### src/rtl/nand_seq_pkg.sv
package nand_seq_pkg;

  typedef enum logic [1:0] {
    OP_READ  = 2'd0,
    OP_PROG  = 2'd1,
    OP_ERASE = 2'd2,
    OP_RESET = 2'd3
  } nseq_op_e;

  typedef enum logic [2:0] {
    RES_OK         = 3'd0,
    RES_ECC_FIX    = 3'd1,
    RES_ECC_BAD    = 3'd2,
    RES_PROG_FAIL  = 3'd3,
    RES_ERASE_FAIL = 3'd4,
    RES_TIMEOUT    = 3'd5
  } nseq_res_e;

  typedef enum logic [4:0] {
    ST_IDLE,
    ST_RD_LOAD,
    ST_RD_POLL,
    ST_RD_XFER,
    ST_PG_WEN,
    ST_PG_WPOLL,
    ST_PG_LOAD,
    ST_PG_EXEC,
    ST_PG_POLL,
    ST_ER_WEN,
    ST_ER_EXEC,
    ST_ER_POLL,
    ST_RS_POLL0,
    ST_RS_HOLD,
    ST_RS_CMD,
    ST_RS_SETTLE,
    ST_RS_POLL1,
    ST_DONE
  } nseq_st_e;

  typedef enum logic [1:0] {
    PK_READY,
    PK_READ,
    PK_PROG,
    PK_ERASE
  } nseq_pk_e;

  localparam logic [7:0] OPC_ARRAY_TO_CACHE = 8'h13;
  localparam logic [7:0] OPC_CACHE_OUT      = 8'h03;
  localparam logic [7:0] OPC_CACHE_IN       = 8'h02;
  localparam logic [7:0] OPC_COMMIT         = 8'h10;
  localparam logic [7:0] OPC_BLOCK_ERASE    = 8'hD8;
  localparam logic [7:0] OPC_WRITE_EN       = 8'h06;
  localparam logic [7:0] OPC_GET_FEATURE    = 8'h0F;
  localparam logic [7:0] OPC_SOFT_RESET     = 8'hFF;
  localparam logic [7:0] FEAT_STATUS        = 8'hC0;
  localparam logic [7:0] CACHE_PAD          = 8'hFF;

endpackage

### src/rtl/nand_seq_timer.sv
module nand_seq_timer #(
  parameter int CNT_W = 20
) (
  input  logic             clk,
  input  logic             rst_n,
  input  logic             clr,
  output logic [CNT_W-1:0] tick
);
  localparam logic [CNT_W-1:0] TOP = {CNT_W{1'b1}};

  logic [CNT_W-1:0] tick_q, tick_d;

  always_comb begin
    if (clr)              tick_d = '0;
    else if (tick_q == TOP) tick_d = tick_q;
    else                  tick_d = tick_q + 1'b1;
  end

  always_ff @(posedge clk or negedge rst_n) begin
    if (!rst_n) tick_q <= '0;
    else        tick_q <= tick_d;
  end

  assign tick = tick_q;


  tick_advance_chk: assert property (@(posedge clk) disable iff (!rst_n)
    (!clr && tick_q != TOP) |=> tick_q == CNT_W'($past(tick_q) + 1'b1));

endmodule

### src/rtl/nand_stat_dec.sv
module nand_stat_dec
  import nand_seq_pkg::*;
(
  input  logic [7:0] stat,
  input  nseq_pk_e   kind,
  output nseq_res_e  res
);
  always_comb begin
    res = RES_OK;
    case (kind)
      PK_READ: begin
        case (stat[5:4])
          2'b01:   res = RES_ECC_FIX;
          2'b10,
          2'b11:   res = RES_ECC_BAD;
          default: res = RES_OK;
        endcase
      end
      PK_PROG:  if (stat[3]) res = RES_PROG_FAIL;
      PK_ERASE: if (stat[2]) res = RES_ERASE_FAIL;
      default:  res = RES_OK;
    endcase
  end
endmodule

### src/rtl/nand_frame_fmt.sv
module nand_frame_fmt
  import nand_seq_pkg::*;
#(
  parameter int ROW_W       = 16,
  parameter int COL_W       = 12,
  parameter int LEN_W       = 12,
  parameter int CACHE_BYTES = 2112,
  parameter int PLANE_BIT   = 6
) (
  input  nseq_st_e         st,
  input  logic [ROW_W-1:0] row,
  input  logic [COL_W-1:0] col,
  input  logic [LEN_W-1:0] len,
  output logic             active,
  output logic             poll,
  output logic [7:0]       opcode,
  output logic [1:0]       naddr,
  output logic [23:0]      addr,
  output logic             rx,
  output logic [LEN_W-1:0] dlen
);
  localparam int CW = ((LEN_W > COL_W) ? LEN_W : COL_W) + 1;
  localparam logic [CW-1:0] CACHE_END = CW'(CACHE_BYTES);

  logic [CW-1:0]    room, len_x;
  logic [LEN_W-1:0] trim_len;
  logic [7:0]       cbyte0, cbyte1;
  logic [23:0]      row_addr;

  always_comb begin
    len_x    = CW'(len);
    room     = (CW'(col) >= CACHE_END) ? '0 : CACHE_END - CW'(col);
    trim_len = (len_x > room) ? LEN_W'(room) : len;
    cbyte0   = 8'(col >> 8);
    cbyte0[4] = cbyte0[4] | row[PLANE_BIT];
    cbyte1   = col[7:0];
    row_addr = 24'(row);
  end

  always_comb begin
    active = 1'b1;
    poll   = 1'b0;
    opcode = 8'h00;
    naddr  = 2'd0;
    addr   = 24'h0;
    rx     = 1'b0;
    dlen   = '0;
    case (st)
      ST_RD_LOAD: begin
        opcode = OPC_ARRAY_TO_CACHE; naddr = 2'd3; addr = row_addr;
      end
      ST_RD_XFER: begin
        opcode = OPC_CACHE_OUT; naddr = 2'd3; addr = {cbyte0, cbyte1, CACHE_PAD};
        rx = 1'b1; dlen = trim_len;
      end
      ST_PG_WEN, ST_ER_WEN: begin
        opcode = OPC_WRITE_EN;
      end
      ST_PG_LOAD: begin
        opcode = OPC_CACHE_IN; naddr = 2'd2; addr = {cbyte0, cbyte1, 8'h00};
        dlen = trim_len;
      end
      ST_PG_EXEC: begin
        opcode = OPC_COMMIT; naddr = 2'd3; addr = row_addr;
      end
      ST_ER_EXEC: begin
        opcode = OPC_BLOCK_ERASE; naddr = 2'd3; addr = row_addr;
      end
      ST_RS_CMD: begin
        opcode = OPC_SOFT_RESET;
      end
      ST_RD_POLL, ST_PG_WPOLL, ST_PG_POLL, ST_ER_POLL, ST_RS_POLL0, ST_RS_POLL1: begin
        poll = 1'b1; opcode = OPC_GET_FEATURE; naddr = 2'd1;
        addr = {FEAT_STATUS, 16'h0000}; rx = 1'b1; dlen = LEN_W'(1);
      end
      default: active = 1'b0;
    endcase
  end
endmodule

### src/rtl/nand_op_seq.sv
module nand_op_seq
  import nand_seq_pkg::*;
#(
  parameter int ROW_W       = 16,
  parameter int COL_W       = 12,
  parameter int LEN_W       = 12,
  parameter int CNT_W       = 20,
  parameter int CACHE_BYTES = 2112,
  parameter int HOLD_CYC    = 62500,
  parameter int SETTLE_CYC  = 250000
) (
  input  logic             clk,
  input  logic             rst_n,
  input  logic             op_valid,
  input  logic [1:0]       op_kind,
  input  logic [ROW_W-1:0] op_row,
  input  logic [COL_W-1:0] op_col,
  input  logic [LEN_W-1:0] op_len,
  input  logic [CNT_W-1:0] poll_limit,
  output logic             busy,
  output logic             done,
  output logic [2:0]       result,
  output logic             fr_valid,
  output logic [7:0]       fr_opcode,
  output logic [1:0]       fr_naddr,
  output logic [23:0]      fr_addr,
  output logic             fr_rx,
  output logic [LEN_W-1:0] fr_len,
  input  logic             fr_done,
  input  logic [7:0]       fr_stat
);
  localparam logic [CNT_W-1:0] HOLD_LAST   = CNT_W'(HOLD_CYC - 1);
  localparam logic [CNT_W-1:0] SETTLE_LAST = CNT_W'(SETTLE_CYC - 1);

  nseq_st_e         st_q, st_d;
  nseq_res_e        res_q, res_d, dec_res;
  nseq_pk_e         kind;
  logic [ROW_W-1:0] row_q;
  logic [COL_W-1:0] col_q;
  logic [LEN_W-1:0] len_q;
  logic             take, poll_frame, tick_clr;
  logic [CNT_W-1:0] tick;

  nand_frame_fmt #(
    .ROW_W(ROW_W), .COL_W(COL_W), .LEN_W(LEN_W), .CACHE_BYTES(CACHE_BYTES), .PLANE_BIT(6)
  ) u_fmt (
    .st(st_q), .row(row_q), .col(col_q), .len(len_q),
    .active(fr_valid), .poll(poll_frame), .opcode(fr_opcode), .naddr(fr_naddr),
    .addr(fr_addr), .rx(fr_rx), .dlen(fr_len)
  );

  always_comb begin
    case (st_q)
      ST_RD_POLL: kind = PK_READ;
      ST_PG_POLL: kind = PK_PROG;
      ST_ER_POLL: kind = PK_ERASE;
      default:    kind = PK_READY;
    endcase
  end

  nand_stat_dec u_dec (.stat(fr_stat), .kind(kind), .res(dec_res));

  assign tick_clr = (st_d != st_q);

  nand_seq_timer #(.CNT_W(CNT_W)) u_tmr (
    .clk(clk), .rst_n(rst_n), .clr(tick_clr), .tick(tick)
  );

  // next-state process
  always_comb begin
    st_d  = st_q;
    res_d = res_q;
    take  = 1'b0;
    case (st_q)
      ST_IDLE: begin
        if (op_valid) begin
          take  = 1'b1;
          res_d = RES_OK;
          case (op_kind)
            OP_READ:  st_d = ST_RD_LOAD;
            OP_PROG:  st_d = ST_PG_WEN;
            OP_ERASE: st_d = ST_ER_WEN;
            default:  st_d = ST_RS_POLL0;
          endcase
        end
      end
      ST_RS_HOLD:   if (tick == HOLD_LAST)   st_d = ST_RS_CMD;
      ST_RS_SETTLE: if (tick == SETTLE_LAST) st_d = ST_RS_POLL1;
      ST_DONE:      st_d = ST_IDLE;
      default: begin
        if (fr_done) begin
          if (poll_frame) begin
            if (fr_stat[0]) begin
              if (tick >= poll_limit) begin
                res_d = RES_TIMEOUT;
                st_d  = ST_DONE;
              end
            end else begin
              res_d = dec_res;
              case (st_q)
                ST_RD_POLL:  st_d = (dec_res == RES_ECC_BAD) ? ST_DONE : ST_RD_XFER;
                ST_PG_WPOLL: st_d = ST_PG_LOAD;
                ST_RS_POLL0: st_d = ST_RS_HOLD;
                default:     st_d = ST_DONE;
              endcase
            end
          end else begin
            case (st_q)
              ST_RD_LOAD: st_d = ST_RD_POLL;
              ST_PG_WEN:  st_d = ST_PG_WPOLL;
              ST_PG_LOAD: st_d = ST_PG_EXEC;
              ST_PG_EXEC: st_d = ST_PG_POLL;
              ST_ER_WEN:  st_d = ST_ER_EXEC;
              ST_ER_EXEC: st_d = ST_ER_POLL;
              ST_RS_CMD:  st_d = ST_RS_SETTLE;
              default:    st_d = ST_DONE;
            endcase
          end
        end
      end
    endcase
  end

  // register process
  always_ff @(posedge clk or negedge rst_n) begin
    if (!rst_n) begin
      st_q  <= ST_IDLE;
      res_q <= RES_OK;
      row_q <= '0;
      col_q <= '0;
      len_q <= '0;
    end else begin
      st_q  <= st_d;
      res_q <= res_d;
      if (take) begin
        row_q <= op_row;
        col_q <= op_col;
        len_q <= op_len;
      end
    end
  end

  assign busy   = (st_q != ST_IDLE);
  assign done   = (st_q == ST_DONE);
  assign result = res_q;


  accept_chk: assert property (@(posedge clk) disable iff (!rst_n)
    (op_valid && !busy) |=> busy);


  frame_hold_chk: assert property (@(posedge clk) disable iff (!rst_n)
    (fr_valid && !fr_done) |=> (fr_valid && $stable(fr_opcode) && $stable(fr_addr) && $stable(fr_len)));


  done_idle_chk: assert property (@(posedge clk) disable iff (!rst_n)
    done |=> (!busy && !done));


  repoll_chk: assert property (@(posedge clk) disable iff (!rst_n)
    (fr_valid && fr_done && poll_frame && fr_stat[0] && (tick < poll_limit))
      |=> (fr_valid && fr_opcode == OPC_GET_FEATURE));


  timeout_end_chk: assert property (@(posedge clk) disable iff (!rst_n)
    (fr_valid && fr_done && poll_frame && fr_stat[0] && (tick >= poll_limit))
      |=> (done && result == RES_TIMEOUT));

endmodule

### config.mk
export PLATFORM = sky130hd
export DESIGN_NAME = nand_op_seq
export DESIGN_NICKNAME = d
export VERILOG_FILES = /design/src/rtl/nand_seq_pkg.sv /design/src/rtl/nand_seq_timer.sv /design/src/rtl/nand_stat_dec.sv /design/src/rtl/nand_frame_fmt.sv /design/src/rtl/nand_op_seq.sv
export SDC_FILE = /design/constraint.sdc
export NUM_CORES = 1
export LEC_CHECK = 0
export ABC_AREA = 1
export BUFFER_PORTS_ARGS = -buffer_cell sky130_fd_sc_hd__buf_4
export CAP_MARGIN = 20
export CORE_UTILIZATION = 45
export CTS_BUF_LIST = sky130_fd_sc_hd__clkbuf_8
export CTS_CLUSTER_SIZE = 25
export DETAILED_ROUTE_END_ITERATION = 8
export PLACE_DENSITY = 0.76
export SYNTH_ARGS = -nofsm -noshare
export SYNTH_HDL_FRONTEND = slang
export SYNTH_SLANG_ARGS = --single-unit
### constraint.sdc
create_clock -name clk -period 5.8 [get_ports clk]
set_clock_uncertainty 0.15 [all_clocks]
set_input_delay 0.58 -clock clk [delete_from_list [all_inputs] [get_ports clk]]
set_output_delay 0.58 -clock clk [all_outputs]
set_load 0.02 [all_outputs]
==> results of run 1 <==
[cells in the final DEF, fill, tap and decap left out, types with 5 or more instances in the layout]
| cell | count |
|---|---|
| xor2_1 | 14 |
| nor4_1 | 6 |
| nand4_1 | 11 |
| a21oi_1 | 29 |
| dfrtp_1 | 68 |
| inv_2 | 14 |
| nor2_4 | 5 |
| inv_1 | 92 |
| o21ai_0 | 48 |
| ha_1 | 34 |
| nor2_1 | 68 |
| clkbuf_8 | 11 |
| nor3_1 | 8 |
| nand2_1 | 239 |
| nor2_2 | 34 |
| nand3_1 | 33 |
| buf_4 | 124 |
[area by class of cell]
class,instances,area share (%)
clock buffer,11,2.39
sequential,68,26.9
tap,140,2.77
inverter,109,6.51
timing repair buffer,124,14.7
clock inverter,5,0.910
multi-input combinational,559,45.8
[stage by stage]
| stage | util [%] | power, mW | hold WS [ps] |
|---|---|---|---|
| after floorplan | - | 2.07 | 134 |
| after global placement | 55.9 | 2.60 | 313 |
| after detailed placement | 55.9 | 2.63 | 315 |
| after CTS | 57.8 | 3.06 | 227 |
| after global routing | 57.8 | 3.34 | 257 |
| final | 57.8 | 3.05 | 208 |
[per-layer routing]
layer  routed length (um)  GRT usage, %  vias to the layer above
met3                  814          4.76                       17
met1                 6110          31.8                     2333
li1                     -             -                     2617
met4                  162          4.15                        0
met2                 6310          39.6                      149
met5                    0             0                        -
[worst max path at each step]
stage          startpoint          to  slack, ps
2_1_floorplan    col_q[2]  fr_len[10]       1830
3_3_place_gp     col_q[2]   fr_len[3]       1560
3_5_place_dp     col_q[2]   fr_len[3]       1510
4_1_cts          col_q[2]   fr_len[3]       1100
5_1_grt          col_q[2]   fr_len[3]        550
6_report         col_q[2]   fr_len[3]       1150
[worst reg2reg max path: cells and delay by family (launching register included)]
family	cells	cell delay (ps)
AND/OR/NAND/NOR	12	1660
flip-flops	1	460
AO/OA/AOI/OAI	2	380
adder cells (fa/ha/maj)	1	340
[registers in the layout, indices dropped and copies added (netlist names)]
| register | cells |
|---|---|
| result | 3 |
| col_q | 12 |
| len_q | 12 |
| row_q | 16 |
| u_tmr.tick | 20 |
| st_q | 5 |
[power by group through the flow]
stage / Sequential [mW] / Clock [mW] / Combinational (mW)
6_report: 0.779 / 0.419 / 1.85
3_3_place_gp: 0.782 / 0 / 1.82
3_5_place_dp: 0.787 / 0 / 1.85
2_1_floorplan: 0.754 / 0 / 1.31
4_1_cts: 0.777 / 0.426 / 1.86
5_1_grt: 0.803 / 0.445 / 2.09
[kinds of logic (layout without fill, tap and decap cells)]
family	after synthesis	count (layout)	synth area share [%]
and+or+nand+nor	417	417	36.0
buffers and inverters	127	249	9.97
AOI/OAI and AO/OA	91	91	9.51
DFF	68	68	33.3
adders and majority gates	34	34	8.33
xor gates and xnor gates	15	15	2.57
other	1	1	0.0734
muxes	1	1	0.196
==> results.sh, run 1 <==
export IMPL_die_area_um2=11800
export IMPL_period_share_pct=80.1
export IMPL_yosysMostFrequentCell="nand2_1"
export IMPL_rr_endpoint="u_tmr.tick[1]"
export IMPL_setup_viol_count_final=0
export IMPL_critPathRequiredTime_ps=5070
export IMPL_cp_depth=23
export IMPL_wl_per_cell_um=13.2
export IMPL_power_density_nw_per_um2=482
export IMPL_worst_skew_pair_late_latency_ps=350
export IMPL_post_cts_buffers=0
export IMPL_detail_route_antenna_nets=0
export IMPL_via_per_inst=5.04
export IMPL_critPathMostFrequentCell="nor2_1"
export IMPL_hpwlAfterDp_mm=10.2
export IMPL_ios=127
export IMPL_grt_pass1_vias=4540
export IMPL_hold_class="input port to async pin"
export IMPL_avgSynthCellArea_um2=6.77
export IMPL_synthCells=754
export IMPL_dp_cells=1000
export IMPL_clk_pin_slew_ps=90
export IMPL_finalMaxSlewViolations=0
export IMPL_cpMaxStageDelayCell="dfrtp_1"
export IMPL_p_sw_mw=1.52
export IMPL_drive_above_1_share_pct=23.3
export IMPL_p_leak_nw=3.46
export IMPL_setup_ws_ps=1150
export IMPL_multi_input_area_um2=2900
export IMPL_p_seq_share_pct=25.6
export IMPL_cp_end_kind="primary output"
export IMPL_vdd_drop_max_mv=0.341
export IMPL_max_freq_mhz=215
export IMPL_cp_top_family="compound AO/OA/AOI/OAI gates"
export IMPL_synth_distinct_cells=41
export IMPL_cts_tree="yes"
export IMPL_rows=38
export IMPL_route_detailed_drc=0
export IMPL_layout_nets=979
export IMPL_area_delta_synth_final_pct=23.8
export IMPL_yosys_top_cells_count="nand2_1 (239), inv_1 (92), dfrtp_1 (68), nor2_1 (68), o21ai_0 (48)"
export IMPL_critical_path_max_fanout=17
export IMPL_place_congestion=0.927
export IMPL_clock_sinks=68
export IMPL_power_frac_comb_pct=60.6
export IMPL_max_stage_delay_ps=440
export IMPL_via_count=5116
export IMPL_ys_seq_area_share_pct=33.3
export IMPL_grtUsageTotal_pct=23.7
export IMPL_cts_buffers=9
export IMPL_htreeDepth=3
export IMPL_antenna_found_initial=0
export IMPL_hold_viol=0
export IMPL_tightestPinTransition_ps=885
export IMPL_die_w_um=109
export IMPL_holdBufCountCts=0
export IMPL_fin_setup_tns_ps=0
export IMPL_first_iter_violations=330
export IMPL_place_ws_ps=1510
export IMPL_synth_top_area_share_pct=33.3
export IMPL_die_y_um=109
export IMPL_reg2reg_depth=15
export IMPL_final_area_um2=6320
export IMPL_synth_edf_count=0
export IMPL_cts_root_buf="clkbuf_8"
export IMPL_intPower_mw=1.52
export IMPL_diodes=0
export IMPL_grt_max_degree=69
export IMPL_dr_pass1_iters=5
export IMPL_syn_num_nets=862
export IMPL_ys_warn_count=0
export IMPL_io_buffers=122
export IMPL_clkPwrFrac_pct=13.8
export IMPL_clockBufferDepth=2
export IMPL_wl_mm=13.4
export IMPL_grt_pass1_wl_mm=21.8
export IMPL_synth_ff_type="dfrtp_1"
export IMPL_syn_area_um2=5110
export IMPL_max_slew_margin_pct=41.0
export IMPL_start_kind="register"
export IMPL_timing_rr_start="u_tmr.tick[11]"
export IMPL_coreArea_um2=10900
export IMPL_async_flop_share_pct=100
export IMPL_worstPathCellList="nor3_1, nand2_1, nor2_1, a21oi_1, inv_1, nand3_1, a21oi_1, nor2_1, a21oi_1, o21ai_0, ha_1, a21oi_1, o21ai_0, nor2_1, nor2_1, o21ai_0, nand2_1, a21o_1, nand2_2, inv_2, o21ai_0, nor2_1, buf_4"
export IMPL_post_cts_resized=0
export IMPL_synth_area_leaders="dfrtp_1 (33%), nand2_1 (18%), ha_1 (8.3%), inv_1 (6.8%), nor2_1 (5.0%)"
export IMPL_seq_area_um2=1700
export IMPL_rsz0062_at_grt="no"
export IMPL_synth_seq_cells=68
export IMPL_place_area_um2=6110
export IMPL_cap_viol_max_count=0
export IMPL_arrival_ps=3920
export IMPL_power_switching_share_pct=50.0
export IMPL_overflow=0
export IMPL_fin_cells=1016
export IMPL_layout_min_cycle_time_ps=4650
export IMPL_post_synth_top_area_cell="dfrtp_1"
export IMPL_worst_path_buf_inv=3
export IMPL_status="completed"
export IMPL_regToRegSetupSlack_ps=2710
export IMPL_worstSetupPathType="register to primary output"
export IMPL_start_util_pct=46.7
export IMPL_fill_cells=1074
Power figures use the tool's default switching activity.
==> run 2, diff against run 1 <==
Settings changed: ABC_AREA 1 to 0.
Clock period 5.8 ns to 4.7 ns, I/O delays scaled along.
==> run 2 against run 1 <==
  * Sequential power is 35% higher
  * Critical endpoint is now fr_len[8]
  * Largest cell class unchanged
  * Die area grew 3.6%
  * Cell area grew 7.6%
==> results.sh, run 2 <==
export IMPL_max_stage_delay_ps=420
export IMPL_regToRegSetupSlack_ps=1140
export IMPL_rows=39
export IMPL_syn_area_um2=5300
export IMPL_via_per_inst=5.80
export IMPL_arrival_ps=4040
export IMPL_io_buffers=122
export IMPL_hold_viol=0
export IMPL_grt_pass1_wl_mm=25.2
export IMPL_p_seq_share_pct=23.0
export IMPL_rsz0062_at_grt="yes"
export IMPL_die_w_um=110
export IMPL_multi_input_area_um2=3450
export IMPL_power_density_nw_per_um2=670
export IMPL_setup_ws_ps=41.8
export IMPL_syn_num_nets=784
export IMPL_max_freq_mhz=215
export IMPL_layout_commonest_cell="nand2_1"
export IMPL_cpMaxStageDelayCell="dfrtp_1"
export IMPL_synth_ff_type="dfrtp_1"
export IMPL_antenna_found_initial=0
export IMPL_vdd_drop_max_mv=0.723
export IMPL_largest_reg_flops=20
export IMPL_cts_tree="yes"
export IMPL_ys_warn_count=0
export IMPL_worst_skew_pair_late_latency_ps=350
export IMPL_synth_fa_ha_area_share_pct=8.03
export IMPL_reg2reg_depth=7
export IMPL_overflow=0
export IMPL_diodes=0
export IMPL_die_area_um2=12200
export IMPL_clk_pin_slew_ps=80
export IMPL_grt_pass1_vias=5107
export IMPL_intPower_mw=2.38
export IMPL_tightestPinTransition_ps=934
export IMPL_dr_pass1_iters=5
export IMPL_drive_above_1_share_pct=27.5
export IMPL_grtUsageTotal_pct=25.1
export IMPL_p_leak_nw=3.32
export IMPL_cts_root_buf="clkbuf_8"
export IMPL_die_y_um=110
export IMPL_status="completed"
export IMPL_place_congestion=0.921
export IMPL_cp_top_family="simple AND/OR/NAND/NOR gates"
export IMPL_worstSetupPathType="register to primary output"
export IMPL_mostFrequentLayoutCells="nand2_1 (167), buf_4 (138), dfrtp_1 (67), o21ai_0 (33), nor3_1 (31)"
export IMPL_hold_class="input port to async pin"
export IMPL_start_kind="register"
export IMPL_hpwlAfterDp_mm=11.1
export IMPL_start_util_pct=46.4
export IMPL_wl_per_cell_um=17.2
export IMPL_layout_min_cycle_time_ps=4660
export IMPL_route_detailed_drc=0
export IMPL_ios=127
export IMPL_rr_endpoint="u_tmr.tick[9]"
export IMPL_muxShareOfSynthArea_pct=0.945
export IMPL_total_power_mw=4.56
export IMPL_power_frac_comb_pct=64.5
export IMPL_critPathRequiredTime_ps=4080
export IMPL_async_flop_share_pct=100
export IMPL_critical_path_max_fanout=8
export IMPL_worst_path_buf_inv=4
export IMPL_clockBufferDepth=2
export IMPL_place_ws_ps=375
export IMPL_area_delta_synth_final_pct=28.4
export IMPL_yosys_top_cells_count="nand2_1 (169), dfrtp_1 (68), a21oi_1 (35), o21ai_0 (35), ha_1 (34)"
export IMPL_p_sw_mw=2.18
export IMPL_ys_seq_area_share_pct=32.1
export IMPL_synth_seq_cells=68
export IMPL_coreArea_um2=11400
export IMPL_synth_xor_area_share_pct=3.97
export IMPL_post_synth_top_area_cell="dfrtp_1"
export IMPL_wl_mm=16.1
export IMPL_synth_top_area_share_pct=32.1
export IMPL_seq_area_um2=1700
export IMPL_period_share_pct=99.1
export IMPL_via_count=5448
export IMPL_detail_route_antenna_nets=0
export IMPL_synth_compound_area_share_pct=18.5
export IMPL_grt_max_degree=69
export IMPL_power_switching_share_pct=47.8
export IMPL_timing_rr_start="st_q[3]"
export IMPL_synthCells=676
export IMPL_yosysMostFrequentCell="nand2_1"
export IMPL_cts_buffers=9
export IMPL_avgSynthCellArea_um2=7.83
export IMPL_worstPathCellList="inv_2, ha_4, or3b_4, o31a_1, nor4_2, xnor2_1, nand2_1, ha_4, nand4_1, nor3_1, a311oi_1, o31ai_2, buf_4, buf_6, or2_2, a21oi_2, buf_4"
export IMPL_fin_setup_tns_ps=0
export IMPL_cp_end_kind="primary output"
export IMPL_cap_viol_max_count=0
export IMPL_clkPwrFrac_pct=12.5
export IMPL_clock_sinks=68
export IMPL_synth_area_leaders="dfrtp_1 (32%), nand2_1 (12%), ha_1 (8.0%), a21oi_1 (3.3%), o21ai_0 (3.3%)"
export IMPL_fin_util_pct=59.6
export IMPL_synth_distinct_cells=67
export IMPL_synthSimpleGateAreaFrac_pct=30.4
export IMPL_synth_edf_count=0
export IMPL_htreeDepth=3
export IMPL_layout_nets=899
export IMPL_fill_cells=1004
export IMPL_finalMaxSlewViolations=0
export IMPL_setup_viol_count_final=0
export IMPL_first_iter_violations=453
export IMPL_max_slew_margin_pct=37.6
export IMPL_synth_top_family_by_area="simple AND/OR/NAND/NOR gates"
[run 2: cell types whose count changed after synthesis, sizes merged, moves of 15 or more]
cell	delta
clkbuf	+15
inv	-77
nand2	-75
nand3	-25
nor2	-78
nor3	+25
or2	+15
[run 2: cell type report]
type | count | share of cell area, %
multi-input cells | 536 | 50.7
flip-flops and latches | 68 | 25.0
repair buffers | 146 | 16.6
well taps | 143 | 2.63
clock buffers | 11 | 2.23
inverters | 30 | 1.66
clock inverters | 5 | 1.21
[run 2: cells by family after synthesis]
family,count (synthesis)
AO/OA/AOI/OAI,139
XOR/XNOR,24
adder cells (fa/ha/maj),34
buffers and inverters,72
flip-flops,68
multiplexers,5
other,1
AND/OR/NAND/NOR,333
[run 2: worst register-to-register path, stage by stage, from the launching register on]
cell and delay, ps:
dfrtp_1 870, nand2_1 290, or3_4 450, nand4b_4 220
a2111oi_0 430, a31oi_1 120, o211ai_2 760, nor3_1 130
[run 2: per-stage QoR]
stage	cells	cell area (um2)	hold slack, ps
2_1_floorplan	676	5300	24.4
3_3_place_gp	912	6300	308
3_5_place_dp	912	6300	313
4_1_cts	930	6580	122
5_1_grt	939	6800	145
6_report	939	6800	59.8
[run 2: power groups by stage]
stage / Sequential, mW / Combinational, mW / Clock (mW)
floorplan: 0.939 / 1.77 / 0
global placement: 1.01 / 2.33 / 0
detailed placement: 1.03 / 2.41 / 0
CTS: 1.02 / 2.54 / 0.575
global route: 1.08 / 3.19 / 0.597
finish: 1.05 / 2.94 / 0.571
[run 2: how the worst max path moves through the flow]
stage               startpoint  cells after the start         to  slack (ps)
floorplan             col_q[2]                     14  fr_len[0]         320
global placement      col_q[0]                     15  fr_len[8]         460
detailed placement    col_q[0]                     15  fr_len[1]         370
CTS                   col_q[0]                     17  fr_len[7]          30
global route          col_q[0]                     16  fr_len[0]         -40
finish                col_q[0]                     17  fr_len[8]          40
[run 2: repair_timing]
item,CTS,global route
endpoints found under the hold margin,0,0
gates resized for setup,7,43
setup endpoints to repair,6,12
cloned,1,1
pin swaps,2,20
hold buffers,0,0
setup buffers,1,8
[run 2: layer usage]
layer | up-vias | wire length [um] | track usage (%)
li1 | 2596 | - | -
met1 | 2587 | 6860 | 33.3
met2 | 239 | 7950 | 41.9
met3 | 26 | 1030 | 4.34
met4 | 0 | 303 | 7.47
met5 | - | 0 | 0
==> run 3, diff against run 2 <==
Settings changed: CORE_ASPECT_RATIO set to 1.1, CTS_BUF_LIST sky130_fd_sc_hd__clkbuf_8 to sky130_fd_sc_hd__clkbuf_4.
==> run 3 against run 2 <==
  * The flow now finishes with violations (negative hold slack)
  * Maximum frequency increased by 0.55%
  * Sequential power increased by 4%
  * Critical path type unchanged
  * Sequential share of layout area increased by 0.68 points
  * Power decreased by 9.1%
  * Cell area decreased by 2.6%
  * Highest routed layer unchanged
  * Critical path depth decreased by 1
==> results.sh, run 3 (synthesis results as in run 2) <==
export IMPL_area_delta_synth_final_pct=25.0
export IMPL_diodes=0
export IMPL_grt_max_degree=69
export IMPL_overflow=0
export IMPL_wl_mm=15.3
export IMPL_die_w_um=105
export IMPL_cpMaxStageDelayCell="dfrtp_1"
export IMPL_clock_sinks=68
export IMPL_total_power_mw=4.14
export IMPL_die_y_um=116
export IMPL_layout_min_cycle_time_ps=4630
export IMPL_place_congestion=0.927
export IMPL_setup_ws_ps=67.4
export IMPL_detail_route_antenna_nets=0
export IMPL_tightestPinTransition_ps=967
export IMPL_final_area_um2=6620
export IMPL_start_kind="register"
export IMPL_violations="negative hold slack"
export IMPL_die_area_um2=12200
export IMPL_fin_cells=942
export IMPL_hpwlAfterDp_mm=10.9
export IMPL_drive_above_1_share_pct=26.5
export IMPL_dr_pass1_iters=5
export IMPL_ios=127
export IMPL_cts_root_buf="clkbuf_4"
export IMPL_critPathRequiredTime_ps=4080
export IMPL_mostFrequentLayoutCells="nand2_1 (165), buf_4 (136), dfrtp_1 (67), a21oi_1 (33), o21ai_0 (32)"
export IMPL_wl_per_cell_um=16.3
export IMPL_max_freq_mhz=216
export IMPL_grt_pass1_wl_mm=24.9
export IMPL_worst_skew_pair_late_latency_ps=420
export IMPL_holdBufCountCts=0
export IMPL_worst_path_buf_inv=3
export IMPL_via_per_inst=5.70
export IMPL_grtUsageTotal_pct=25.3
export IMPL_vdd_drop_max_mv=0.452
export IMPL_finalMaxSlewViolations=0
export IMPL_rsz0062_at_grt="yes"
export IMPL_fin_setup_tns_ps=0
export IMPL_io_buffers=122
export IMPL_worstSetupPathType="register to primary output"
export IMPL_route_detailed_drc=0
export IMPL_place_area_um2=6280
export IMPL_critical_path_max_fanout=5
export IMPL_layout_commonest_cell="nand2_1"
export IMPL_largest_reg_flops=20
export IMPL_regToRegSetupSlack_ps=1110
export IMPL_fill_cells=1048
export IMPL_period_share_pct=98.6
export IMPL_cts_tree="yes"
export IMPL_p_leak_nw=3.24
export IMPL_grt_pass1_vias=5058
export IMPL_hold_ws_ps=-7.64
export IMPL_start_util_pct=46.1
export IMPL_dp_cells=915
export IMPL_clockBufferDepth=2
export IMPL_coreArea_um2=11500
export IMPL_cap_viol_max_count=0
export IMPL_via_count=5371
export IMPL_layout_nets=895
export IMPL_antenna_found_initial=0
export IMPL_status="finished with violations"
export IMPL_setup_viol_count_final=0
export IMPL_cts_buffers=9
export IMPL_first_iter_violations=340
export IMPL_clk_pin_slew_ps=130
export IMPL_power_density_nw_per_um2=626
export IMPL_hold_viol=4
export IMPL_fin_util_pct=57.6
export IMPL_max_stage_delay_ps=410
export IMPL_cp_end_kind="primary output"
export IMPL_worstPathCellList="inv_2, ha_4, or3b_4, o31a_1, nor4_2, xnor2_1, nand2_1, ha_1, nand4_1, nor3_1, a311oi_2, o31ai_4, buf_2, or2_2, a21oi_1, buf_4"
export IMPL_hold_class="input port to async pin"
export IMPL_arrival_ps=4010
export IMPL_htreeDepth=3
export IMPL_place_ws_ps=409
export IMPL_max_slew_margin_pct=35.1
export IMPL_cp_top_family="simple AND/OR/NAND/NOR gates"
export IMPL_rows=41
==> run 3: cell types whose count changed in the layout (fill, tap and decap cells not counted), sizes merged <==
cell / before / now
bufinv: 2 / 0
buf: 146 / 142
clkinvlp: 0 / 2
==> run 3: metal layers <==
metal	wire length (um)	part of all wire, %	global-route usage [%]	up-vias
met2	7840	51	43.2	213
met1	6400	42	33.5	2543
met4	307	2.0	8.36	0
li1	-	-	-	2590
met3	794	5.2	3.04	25
met5	0	0	0	-
==> run 3: final cells by class <==
type                       count  area (um2)  share of cell area, %
clock buffer                  11        82.6                   1.25
multi-input combinational    536        3420                   51.7
inverter                      30         113                   1.70
tap                          150         188                   2.83
timing repair buffer         142        1080                   16.3
clock inverter                 5        37.5                  0.567
sequential                    68        1700                   25.7
==> run 3: where the power goes <==
group	internal, mW	leakage (nW)	switching [mW]	total [mW]
logic	1.17	2.30	1.52	2.70
clock network	0.123	0.0635	0.232	0.354
registers	0.788	0.882	0.305	1.09
==> run 3: worst paths after layout <==
| path | to | startpoint | cells after the start |
|---|---|---|---|
| worst max-delay path | fr_len[2] | col_q[0] | 16 |
| worst min-delay path | len_q[3] | rst_n | 1 |
| worst max register to register | u_tmr.tick[10] | st_q[3] | 7 |
| worst min register to register | row_q[8] | row_q[8] | 2 |
| max in group asynchronous | col_q[2] | rst_n | 1 |
| min in group clk | len_q[3] | op_len[3] | 3 |
==> run 3: what timing repair did <==
item | CTS | global route
endpoints found under the setup margin | 11 | 12
pin swaps | 3 | 14
endpoints found under the hold margin | 0 | 0
cloned | 1 | 3
setup buffers | 2 | 5
gates resized for setup | 3 | 31
